## src/rtl/fpr_pkg.sv

```systemverilog
package fpr_pkg;

    typedef enum logic [2:0] {
        CLS_ZERO = 3'd0,
        CLS_NORM = 3'd1,
        CLS_INF  = 3'd2,
        CLS_QNAN = 3'd3,
        CLS_SNAN = 3'd4
    } fpr_cls_e;

    typedef enum logic [2:0] {
        RM_NE = 3'd0,
        RM_NA = 3'd1,
        RM_TZ = 3'd2,
        RM_UP = 3'd3,
        RM_DN = 3'd4,
        RM_OD = 3'd5
    } fpr_rm_e;

    typedef struct packed {
        logic nx;
        logic of;
        logic uf;
        logic nv;
        logic od;
    } fpr_flags_t;

    localparam fpr_flags_t FLAGS_NONE = '{nx: 1'b0, of: 1'b0, uf: 1'b0, nv: 1'b0, od: 1'b0};

    // Overflow saturates to the largest finite value instead of infinity
    function automatic logic sat_on_ovf(input logic [2:0] rm, input logic sign);
        logic s;
        case (rm)
            RM_NE, RM_NA: s = 1'b0;
            RM_UP:        s = sign;
            RM_DN:        s = ~sign;
            default:      s = 1'b1;
        endcase
        return s;
    endfunction

endpackage

```

## src/rtl/fpr_inc_sel.sv

```systemverilog
module fpr_inc_sel
    import fpr_pkg::*;
#(
    parameter int FRAC_W = 32,
    parameter int GRD_W  = 8
) (
    input  logic [2:0]        rm,
    input  logic              sign,
    input  logic [FRAC_W-1:0] frac,
    output logic [FRAC_W-1:0] inc
);
    localparam logic [FRAC_W-1:0] HALF = FRAC_W'(1) << (GRD_W - 1);
    localparam logic [FRAC_W-1:0] MASK = (FRAC_W'(1) << GRD_W) - FRAC_W'(1);

    always_comb begin
        case (rm)
            RM_NE:   inc = (frac[GRD_W:0] != HALF[GRD_W:0]) ? HALF : '0;
            RM_NA:   inc = HALF;
            RM_UP:   inc = sign ? '0 : MASK;
            RM_DN:   inc = sign ? MASK : '0;
            RM_OD:   inc = frac[GRD_W] ? '0 : MASK;
            default: inc = '0;
        endcase
    end
endmodule

```

## src/rtl/fpr_norm_path.sv

```systemverilog
module fpr_norm_path
    import fpr_pkg::*;
#(
    parameter int EXP_W = 8,
    parameter int MAN_W = 23,
    parameter int GRD_W = 8,
    localparam int FRAC_W = 1 + MAN_W + GRD_W,
    localparam int EB_W   = EXP_W + 4
) (
    input  logic                   sign,
    input  logic [2:0]             rm,
    input  logic                   alt,
    input  logic signed [EB_W-1:0] ebias,
    input  logic [FRAC_W-1:0]      frac,
    input  logic [FRAC_W-1:0]      inc,
    output logic [EXP_W-1:0]       exp_o,
    output logic [MAN_W-1:0]       man_o,
    output fpr_flags_t             flags_o
);
    localparam int EMAX = (1 << EXP_W) - 1;

    logic [FRAC_W:0]        sum;
    logic                   grd_nz;
    logic [FRAC_W-1:0]      f1;
    logic signed [EB_W-1:0] e1;

    assign sum    = {1'b0, frac} + {1'b0, inc};
    assign grd_nz = |frac[GRD_W-1:0];

    always_comb begin
        f1 = frac;
        e1 = ebias;
        if (grd_nz) begin
            if (sum[FRAC_W]) begin
                f1 = sum[FRAC_W:1];
                e1 = ebias + EB_W'(1);
            end else begin
                f1 = sum[FRAC_W-1:0];
            end
        end
    end

    always_comb begin
        flags_o    = FLAGS_NONE;
        flags_o.nx = grd_nz;
        exp_o      = e1[EXP_W-1:0];
        man_o      = f1[FRAC_W-2:GRD_W];
        if (alt) begin
            if (e1 > EMAX) begin
                flags_o = FLAGS_NONE;
                flags_o.nv = 1'b1;
                exp_o = '1;
                man_o = '1;
            end
        end else if (e1 >= EMAX) begin
            flags_o.of = 1'b1;
            flags_o.nx = 1'b1;
            if (sat_on_ovf(rm, sign)) begin
                exp_o = EXP_W'(EMAX - 1);
                man_o = '1;
            end else begin
                exp_o = '1;
                man_o = '0;
            end
        end
    end
endmodule

```

## src/rtl/fpr_sub_path.sv

```systemverilog
module fpr_sub_path
    import fpr_pkg::*;
#(
    parameter int EXP_W = 8,
    parameter int MAN_W = 23,
    parameter int GRD_W = 8,
    localparam int FRAC_W = 1 + MAN_W + GRD_W,
    localparam int EB_W   = EXP_W + 4
) (
    input  logic                   sign,
    input  logic [2:0]             rm,
    input  logic                   tiny_before,
    input  logic signed [EB_W-1:0] ebias,
    input  logic [FRAC_W-1:0]      frac,
    input  logic [FRAC_W-1:0]      inc0,
    output logic [EXP_W-1:0]       exp_o,
    output logic [MAN_W-1:0]       man_o,
    output fpr_flags_t             flags_o
);
    logic [FRAC_W:0]     full_sum;
    logic                tiny;
    logic [EB_W-1:0]     sh;
    logic [FRAC_W-1:0]   lost_mask;
    logic [FRAC_W-1:0]   f2;
    logic [FRAC_W-1:0]   inc2;
    logic [FRAC_W-1:0]   f3;
    logic                inexact;

    assign full_sum = {1'b0, frac} + {1'b0, inc0};
    assign tiny     = tiny_before | (ebias < 0) | ~full_sum[FRAC_W];
    assign sh       = EB_W'(1) - ebias;

    // Right shift with every lost bit jammed into bit 0
    always_comb begin
        if (sh >= EB_W'(FRAC_W)) begin
            lost_mask = '1;
            f2 = {{(FRAC_W-1){1'b0}}, |frac};
        end else begin
            lost_mask = ~({FRAC_W{1'b1}} << sh);
            f2 = (frac >> sh) | {{(FRAC_W-1){1'b0}}, |(frac & lost_mask)};
        end
    end

    fpr_inc_sel #(.FRAC_W(FRAC_W), .GRD_W(GRD_W)) u_inc_den (
        .rm   (rm),
        .sign (sign),
        .frac (f2),
        .inc  (inc2)
    );

    assign inexact = |f2[GRD_W-1:0];
    assign f3      = inexact ? (f2 + inc2) : f2;

    always_comb begin
        flags_o    = FLAGS_NONE;
        flags_o.nx = inexact;
        flags_o.uf = inexact & tiny;
        exp_o      = {{(EXP_W-1){1'b0}}, f3[FRAC_W-1]};
        man_o      = f3[FRAC_W-2:GRD_W];
    end
endmodule

```

## src/rtl/fpr_round_pack.sv

```systemverilog
module fpr_round_pack
    import fpr_pkg::*;
#(
    parameter int EXP_W = 8,
    parameter int MAN_W = 23,
    parameter int GRD_W = 8
) (
    input  logic                             clk,
    input  logic                             rst,
    input  logic [2:0]                       cls_i,
    input  logic                             sign_i,
    input  logic signed [EXP_W+2:0]          exp_i,
    input  logic [MAN_W+GRD_W:0]             frac_i,
    input  logic [2:0]                       rmode_i,
    input  logic                             ftz_i,
    input  logic                             tiny_before_i,
    input  logic                             alt_i,
    output logic [EXP_W+MAN_W:0]             result_o,
    output logic                             nx_o,
    output logic                             of_o,
    output logic                             uf_o,
    output logic                             nv_o,
    output logic                             od_o
);
    localparam int FRAC_W = 1 + MAN_W + GRD_W;
    localparam int EI_W   = EXP_W + 3;
    localparam int EB_W   = EXP_W + 4;
    localparam int BIAS   = (1 << (EXP_W - 1)) - 1;
    localparam int RES_W  = 1 + EXP_W + MAN_W;

    logic signed [EB_W-1:0] ebias;
    logic [FRAC_W-1:0]      inc0;
    logic [EXP_W-1:0]       n_exp, d_exp;
    logic [MAN_W-1:0]       n_man, d_man;
    fpr_flags_t             n_flags, d_flags;
    logic [RES_W-1:0]       res_d;
    fpr_flags_t             flags_d;
    fpr_flags_t             flags_q;
    logic [RES_W-1:0]       res_q;

    assign ebias = $signed({exp_i[EI_W-1], exp_i}) + $signed(EB_W'(BIAS));

    fpr_inc_sel #(.FRAC_W(FRAC_W), .GRD_W(GRD_W)) u_inc_full (
        .rm   (rmode_i),
        .sign (sign_i),
        .frac (frac_i),
        .inc  (inc0)
    );

    fpr_norm_path #(.EXP_W(EXP_W), .MAN_W(MAN_W), .GRD_W(GRD_W)) u_norm (
        .sign    (sign_i),
        .rm      (rmode_i),
        .alt     (alt_i),
        .ebias   (ebias),
        .frac    (frac_i),
        .inc     (inc0),
        .exp_o   (n_exp),
        .man_o   (n_man),
        .flags_o (n_flags)
    );

    fpr_sub_path #(.EXP_W(EXP_W), .MAN_W(MAN_W), .GRD_W(GRD_W)) u_sub (
        .sign        (sign_i),
        .rm          (rmode_i),
        .tiny_before (tiny_before_i),
        .ebias       (ebias),
        .frac        (frac_i),
        .inc0        (inc0),
        .exp_o       (d_exp),
        .man_o       (d_man),
        .flags_o     (d_flags)
    );

    always_comb begin
        res_d   = {sign_i, {(RES_W-1){1'b0}}};
        flags_d = FLAGS_NONE;
        case (cls_i)
            CLS_INF:  res_d = {sign_i, {EXP_W{1'b1}}, {MAN_W{1'b0}}};
            CLS_QNAN,
            CLS_SNAN: res_d = {sign_i, {EXP_W{1'b1}}, frac_i[FRAC_W-2:GRD_W]};
            CLS_NORM: begin
                if (ebias > 0) begin
                    res_d   = {sign_i, n_exp, n_man};
                    flags_d = n_flags;
                end else if (ftz_i) begin
                    flags_d.od = 1'b1;
                end else begin
                    res_d   = {sign_i, d_exp, d_man};
                    flags_d = d_flags;
                end
            end
            default: ;
        endcase
    end

    always_ff @(posedge clk) begin
        if (rst) begin
            res_q   <= '0;
            flags_q <= FLAGS_NONE;
        end else begin
            res_q   <= res_d;
            flags_q <= flags_d;
        end
    end

    assign result_o = res_q;
    assign nx_o     = flags_q.nx;
    assign of_o     = flags_q.of;
    assign uf_o     = flags_q.uf;
    assign nv_o     = flags_q.nv;
    assign od_o     = flags_q.od;
endmodule

```

## config.mk

```make
export PLATFORM = sky130hd
export DESIGN_NAME = fpr_round_pack
export DESIGN_NICKNAME = d
export VERILOG_FILES = /design/src/rtl/fpr_pkg.sv /design/src/rtl/fpr_inc_sel.sv /design/src/rtl/fpr_norm_path.sv /design/src/rtl/fpr_sub_path.sv /design/src/rtl/fpr_round_pack.sv
export SDC_FILE = /design/constraint.sdc
export NUM_CORES = 1
export LEC_CHECK = 0
export BUFFER_PORTS_ARGS = -buffer_cell sky130_fd_sc_hd__buf_4
export CAP_MARGIN = 10
export CORE_ASPECT_RATIO = 0.9
export CORE_MARGIN = 8
export CORE_UTILIZATION = 57
export DETAILED_ROUTE_END_ITERATION = 7
export GPL_ROUTABILITY_DRIVEN = 0
export PLACE_DENSITY = 0.83
export RECOVER_POWER = 25
export SKIP_CTS_REPAIR_TIMING = 1
export SLEW_MARGIN = 25
export SYNTH_ARGS = -nofsm -noshare
export SYNTH_HDL_FRONTEND = slang
export SYNTH_SLANG_ARGS = --single-unit
```

## constraint.sdc

```tcl
create_clock -name clk -period 20 [get_ports clk]
set_input_delay 3 -clock clk [delete_from_list [all_inputs] [get_ports clk]]
set_output_delay 3 -clock clk [all_outputs]
set_load 0.005 [all_outputs]
```

Yosys cells after proc, flatten, opt, wreduce, memory -nomap -nowiden --
Index checks and enable logic that the tools add are counted. W data, S select, Z words.
Cells by class: $add $sub $neg 5, bitwise logic cells 9, equal/unequal tests 10, reduce and logical (&&, ||, !) cells 8, div/mod/pow operators 0, order comparisons 5, shifts and indexed selects 2, multiply operators 0, mux-type cells 35
Operators by type and width (number):
- $pmux W32 S5 | 1
- $mux W31 | 3
- $pmux W31 S3 | 1
- $mux W23 | 4
- $mux W8 | 9
- $mux W32 | 2
- $reduce_or A32 Y1 | 2
- $pmux W8 S5 | 1
- $add A32 B32 Y33 | 1
- $add A32 B8 Y32 | 1
- $and A32 B32 Y32 | 1
- $not A32 Y32 | 1
- $or A32 B1 Y32 | 1
- $shl A32 B12 Y32 const A | 1
- $shr A32 B12 Y32 | 1
- $mux W12 | 2
- $mux W24 | 1
- $ne A9 B8 Y1 const B | 2
- $reduce_or A8 Y1 | 2
- $add A11 B8 Y12 const B | 1
- $add A12 B2 Y12 const B | 1
- $ge A12 B6 Y1 const B | 1
- $ge A12 B9 Y1 const B | 1
- $gt A12 B1 Y1 const B | 1
- 17 further kinds | 32
Word-level totals: bits in registers 37, memories kept 0, memory bits (read-only) 0, bits in latches 0, memory bits (writable) 0, logic and storage cells 80

Logic depth before layout (Yosys ltp) --
depth in word-level cells 16, mapped depth 34, depth with buffers taken out 25

Cells and area by module --
From an unflattened synthesis, not the netlist that was laid out.
Unflattened totals: cell total of the unflattened synthesis 1473, area total of the unflattened synthesis 10842.9 um2
By module, submodules not included:
- fpr_sub_path | area an instance 5067.4 um2, sequential area each 0.0 um2, cells an instance 702, times used 1
- fpr_norm_path | area an instance 2880.3 um2, sequential area each 0.0 um2, cells an instance 429, times used 1
- fpr_round_pack | area an instance 2244.7 um2, sequential area each 740.7 um2, cells an instance 252, times used 1
- fpr_inc_sel | area an instance 325.3 um2, sequential area each 0.0 um2, cells an instance 45, times used 2

Worst setup path after synthesis --
Ideal clock, no wire load.
path kind input-to-reg, start in exp_i[0], end reg res_q[17] (netlist: result_o[17]), data required time 19867 ps, buffers on the path 8, data arrival time 9833 ps, setup slack 10035 ps, cell stages on the path 31, path through buf_2 -> inv_1 -> clkbuf_1 -> clkbuf_1 -> buf_1 -> ha_1 -> buf_2 -> xnor2_1 -> ha_1 -> clkbuf_1 -> nand3_1 -> a311oi_2 -> o311ai_0 -> a32o_2 -> a211oi_2 -> o21bai_1 -> a2111oi_0 -> nand4_1 -> a211oi_4 -> buf_4 -> nand2_1 -> a22o_1 -> ha_1 -> a21oi_1 -> and3b_1 -> o2bb2ai_1 -> o211ai_2 -> buf_2 -> a2111oi_0 -> mux2i_1 -> o211ai_1
On the way: longest elaborated chain between the ends 16
Ends and longest elaborated chain:
- start: declaration | line fpr_round_pack.sv:12 | input logic signed [EXP_W+2:0] exp_i,
- $add A11 B8 Y12 * | line fpr_round_pack.sv:41 | assign ebias = $signed({exp_i[EI_W-1], exp_i}) + $signed(EB_W'(BIAS));
- $sub A2 B12 Y12 | line fpr_sub_path.sv:31 | assign sh = EB_W'(1) - ebias;
- $shl A32 B12 Y32 | line fpr_sub_path.sv:39 | lost_mask = ~({FRAC_W{1'b1}} << sh);
- $not A32 Y32 | line fpr_sub_path.sv:39
- $and A32 B32 Y32 | line fpr_sub_path.sv:40 | f2 = (frac >> sh) | {{(FRAC_W-1){1'b0}}, |(frac & lost_mask)};
- $reduce_or A32 Y1 | line fpr_sub_path.sv:40
- $or A32 B1 Y32 | line fpr_sub_path.sv:40
- $mux W32 | line fpr_sub_path.sv:35 | if (sh >= EB_W'(FRAC_W)) begin
- $ne A9 B8 Y1 | line fpr_inc_sel.sv:17 | RM_NE: inc = (frac[GRD_W:0] != HALF[GRD_W:0]) ? HALF : '0;
- $mux W8 | line fpr_inc_sel.sv:17
- $pmux W8 S5 | line fpr_inc_sel.sv:16 | case (rm)
- $add A32 B8 Y32 | line fpr_sub_path.sv:52 | assign f3 = inexact ? (f2 + inc2) : f2;
- $mux W32 | line fpr_sub_path.sv:52
- $mux W24 | line fpr_round_pack.sv:85 | end else if (ftz_i) begin
- $mux W31 * | line fpr_round_pack.sv:82 | if (ebias > 0) begin
- $pmux W31 S3 * | line fpr_round_pack.sv:77 | case (cls_i)
- end signal: assignment | line fpr_round_pack.sv:101 | res_q <= res_d;
- end: declaration | line fpr_round_pack.sv:39 | logic [RES_W-1:0] res_q;
Every way passes the cells marked *; elsewhere a longest branch is shown, timed or not. A chain may end at the register's enable or synchronous reset.

Final worst setup path --
start in exp_i[0], end reg res_q[10] (netlist: result_o[10])
Same word-level chain as after synthesis.

==> run summary <==
Run status: complete, but fails checks
Failing checks: DRC
Simple-gate share of the synthesized area: 0.322
Routed WL: 29.2 mm
Crit path launch: exp_i[0]
Synth warn: 0
Fin crit share: 0.598
Tmin final: 11960 ps
Compound-Gate Fraction of Synth Area: 0.313
NumNets Final: 1181
Pwr Density: 46.4 nW/um2
TritonCTS clock tree: built
Crit-path cells: buf_4, clkinv_1, ha_2, xnor2_1, ha_1, nand3_1, a311oi_2, o311ai_0, a32o_2, a211oi_2, a31oi_1, a2111oi_0, nand4_1, a211oi_4, nand2_1, a22o_1, ha_1, a21oi_1, and3b_1, o2bb2ai_1, o211ai_2, a211oi_2, a2111oi_0, or3_1
Power after layout: 0.372 mW
Slew margin rel.: 0.216
Critical path fanouts, max: 53
Effective utilization at floorplan: 0.578
Root buffer cell: clkbuf_16
Post-synthesis mux area share: 0.115
CP Data Required Time: 20180 ps
P_leak: 3.07 nW
First-pass GRT wire length: 45.5 mm
Worst Hold Class: in -> reg
Worst vdd ir: 30.4 uV
Actual slew at the worst max-slew pin: 1170 ps
GR Layer Usage met3: 0.129
Synthesized flop and latch total: 37
Crit path DAT: 12130 ps
Remaining global-route overflow: 0
Via density: 7.32
Area of the multi-input gates: 6090 um2
Sum Neg Setup Slack: 0 ps
Reg area: 741 um2
Cell Rows: 39
Worst setup EP type: flop
Vias in the first global route: 8529
Global routing met1 resource utilization: 0.428
Pin count of the biggest net entering global routing: 55
Net Count, Synth: 1153
Number of routed nets with antenna violations: 0
HP Start: rst
Max Cap Viol: 0
Busiest grt layer: met2
Met2 Use GR: 0.491
I/O pin count: 92
CP Launch Type: input pin
PortBufs: 91
Final HPWL DP: 21.9 mm
Register area share after synthesis: 0.102
Post-route DRC violation count: 1
Yosys cell types: 91
Cells after Synth: 1080
Max Clk Rate: 83.6 MHz
Fillers: 1169
Largest family of logic cells by synthesized area: simple AND/OR/NAND/NOR gates
Share of the synthesized area in the top cell type: 0.102
Synth Flop Type: dfxtp_1
Setup-failing EPs final: 0
N_diodes: 0
Core ar.: 12500 um2
Final worst slack: 8040 ps
Wire length per cell: 23.0 um
Largest cells by area after synthesis: dfxtp_1 10%, nand2_1 7.2%, mux2i_1 6.5%
Mapped cell area: 7250 um2
CTS buffer count: 5
Crit-path slowest cell: clkinv_1
Mean post-synth cell area: 6.71 um2
Setup CP Type: in -> reg
Largest stage delay on the critical path: 960 ps
Share of cells above drive strength 1: 0.155
H-tree depth: 2
Gr usage total: 0.342
Fraction of registers with async set/reset: 0
Post-synth EDFFs: 0
TritonRoute pass-1 iters: 8
Max clock buf depth: 2
DIE WIDTH: 135 um
XOR/XNOR Fraction of Synth Area: 0.0576
Die Area: 16600 um2
Area Growth Syn to Fin: 10.8%
Largest area contributor in the netlist: dfxtp_1
Dpl ws: 8560 ps
Die Y: 123 um
CTS clk-pin slew, worst paths: 60 ps
Hold Fails Final Rpt: 0
RSZ-0062 raised after global routing: no
Initial antenna violation count: 0
Initial DRC count: 1900
Vias post-DR: 9318
Adder-cell area share of the yosys netlist: 0.0311
Fin. max-slew vios: 0
Clk sinks: 37
[cell type report]
cell class	instances	area share
multi-input cells	938	0.759
flip-flops and latches	37	0.0922
repair buffers	100	0.0921
well taps	164	0.0256
clock buffers	6	0.0173
inverters	26	0.0122
clock inverters	2	0.00171
[power by group]
group          internal [mW]  switching [mW]
clock                 0.0496          0.0332
sequential            0.0764        0.000841
combinational         0.0727           0.140
total                  0.199           0.174
[Yosys cell counts, drive strengths merged (12+ instances only)]
cell / instances
and2: 12
ha: 18
nand3: 39
nor3: 43
nand4: 16
a21oi: 90
inv: 26
and3: 15
mux2i: 47
nand2: 140
mux2: 14
a211oi: 24
xor2: 16
xnor2: 24
a2111oi: 13
clkbuf: 48
o21ai: 74
buf: 31
nor2: 114
dfxtp: 37
o211ai: 14
nor4: 15
a21o: 17
or3: 15
[registers in the layout, summed over array words and instances (netlist names)]
name / cells
od_o: 1
result_o: 32
nx_o: 1
uf_o: 1
nv_o: 1
of_o: 1
[routing by layer]
layer / vias to the layer above / wire length (um)
met1: 4107 / 10400
met3: 207 / 5420
met4: 0 / 2020
met2: 913 / 11400
li1: 4091 / -
met5: - / 0
[logic make-up (layout without fill, tap and decap cells)]
kind of cell             Yosys count  after routing
AND/OR/NAND/NOR                  473            473
AO/OA/AOI/OAI                    335            335
buffers and inverters            105            134
multiplexers                      70             70
XOR/XNOR                          42             42
flip-flops                        37             37
adder cells (fa/ha/maj)           18             18
[critical path, delay by kind of cell]
kind | cells | cell delay, ps
AO/OA/AOI/OAI | 13 | 4840
XOR/XNOR | 1 | 310
adder cells (fa/ha/maj) | 3 | 1350
buffers and inverters | 2 | 1380
AND/OR/NAND/NOR | 5 | 1220
[stage by stage]
step	util	cell area [um2]	instances	hold WS, ps
after floorplan	-	7250	1080	3070
after global placement	0.628	7880	1265	3190
after detailed placement	0.628	7880	1265	3190
after CTS	0.641	8030	1273	2890
after global routing	0.640	8030	1273	2890
final	0.640	8030	1273	2890
[final timing paths]
path | to | slack (ps) | cells after the start
worst max-delay path | result_o[10] | 8040 | 24
worst min-delay path | result_o[31] | 2890 | 2
[placed cells by master, fill, tap and decap left out, types with 21 or more instances in the layout]
cell type / synthesis / layout
nor2_1: 112 / 112
o21ai_0: 72 / 72
buf_4: 5 / 82
mux2i_1: 47 / 47
inv_1: 26 / 25
nor3_1: 42 / 42
a211oi_1: 21 / 21
dfxtp_1: 37 / 37
a21oi_1: 89 / 89
nand3_1: 39 / 39
xnor2_1: 24 / 22
nand2_1: 140 / 140
Power figures use the tool's default switching activity.
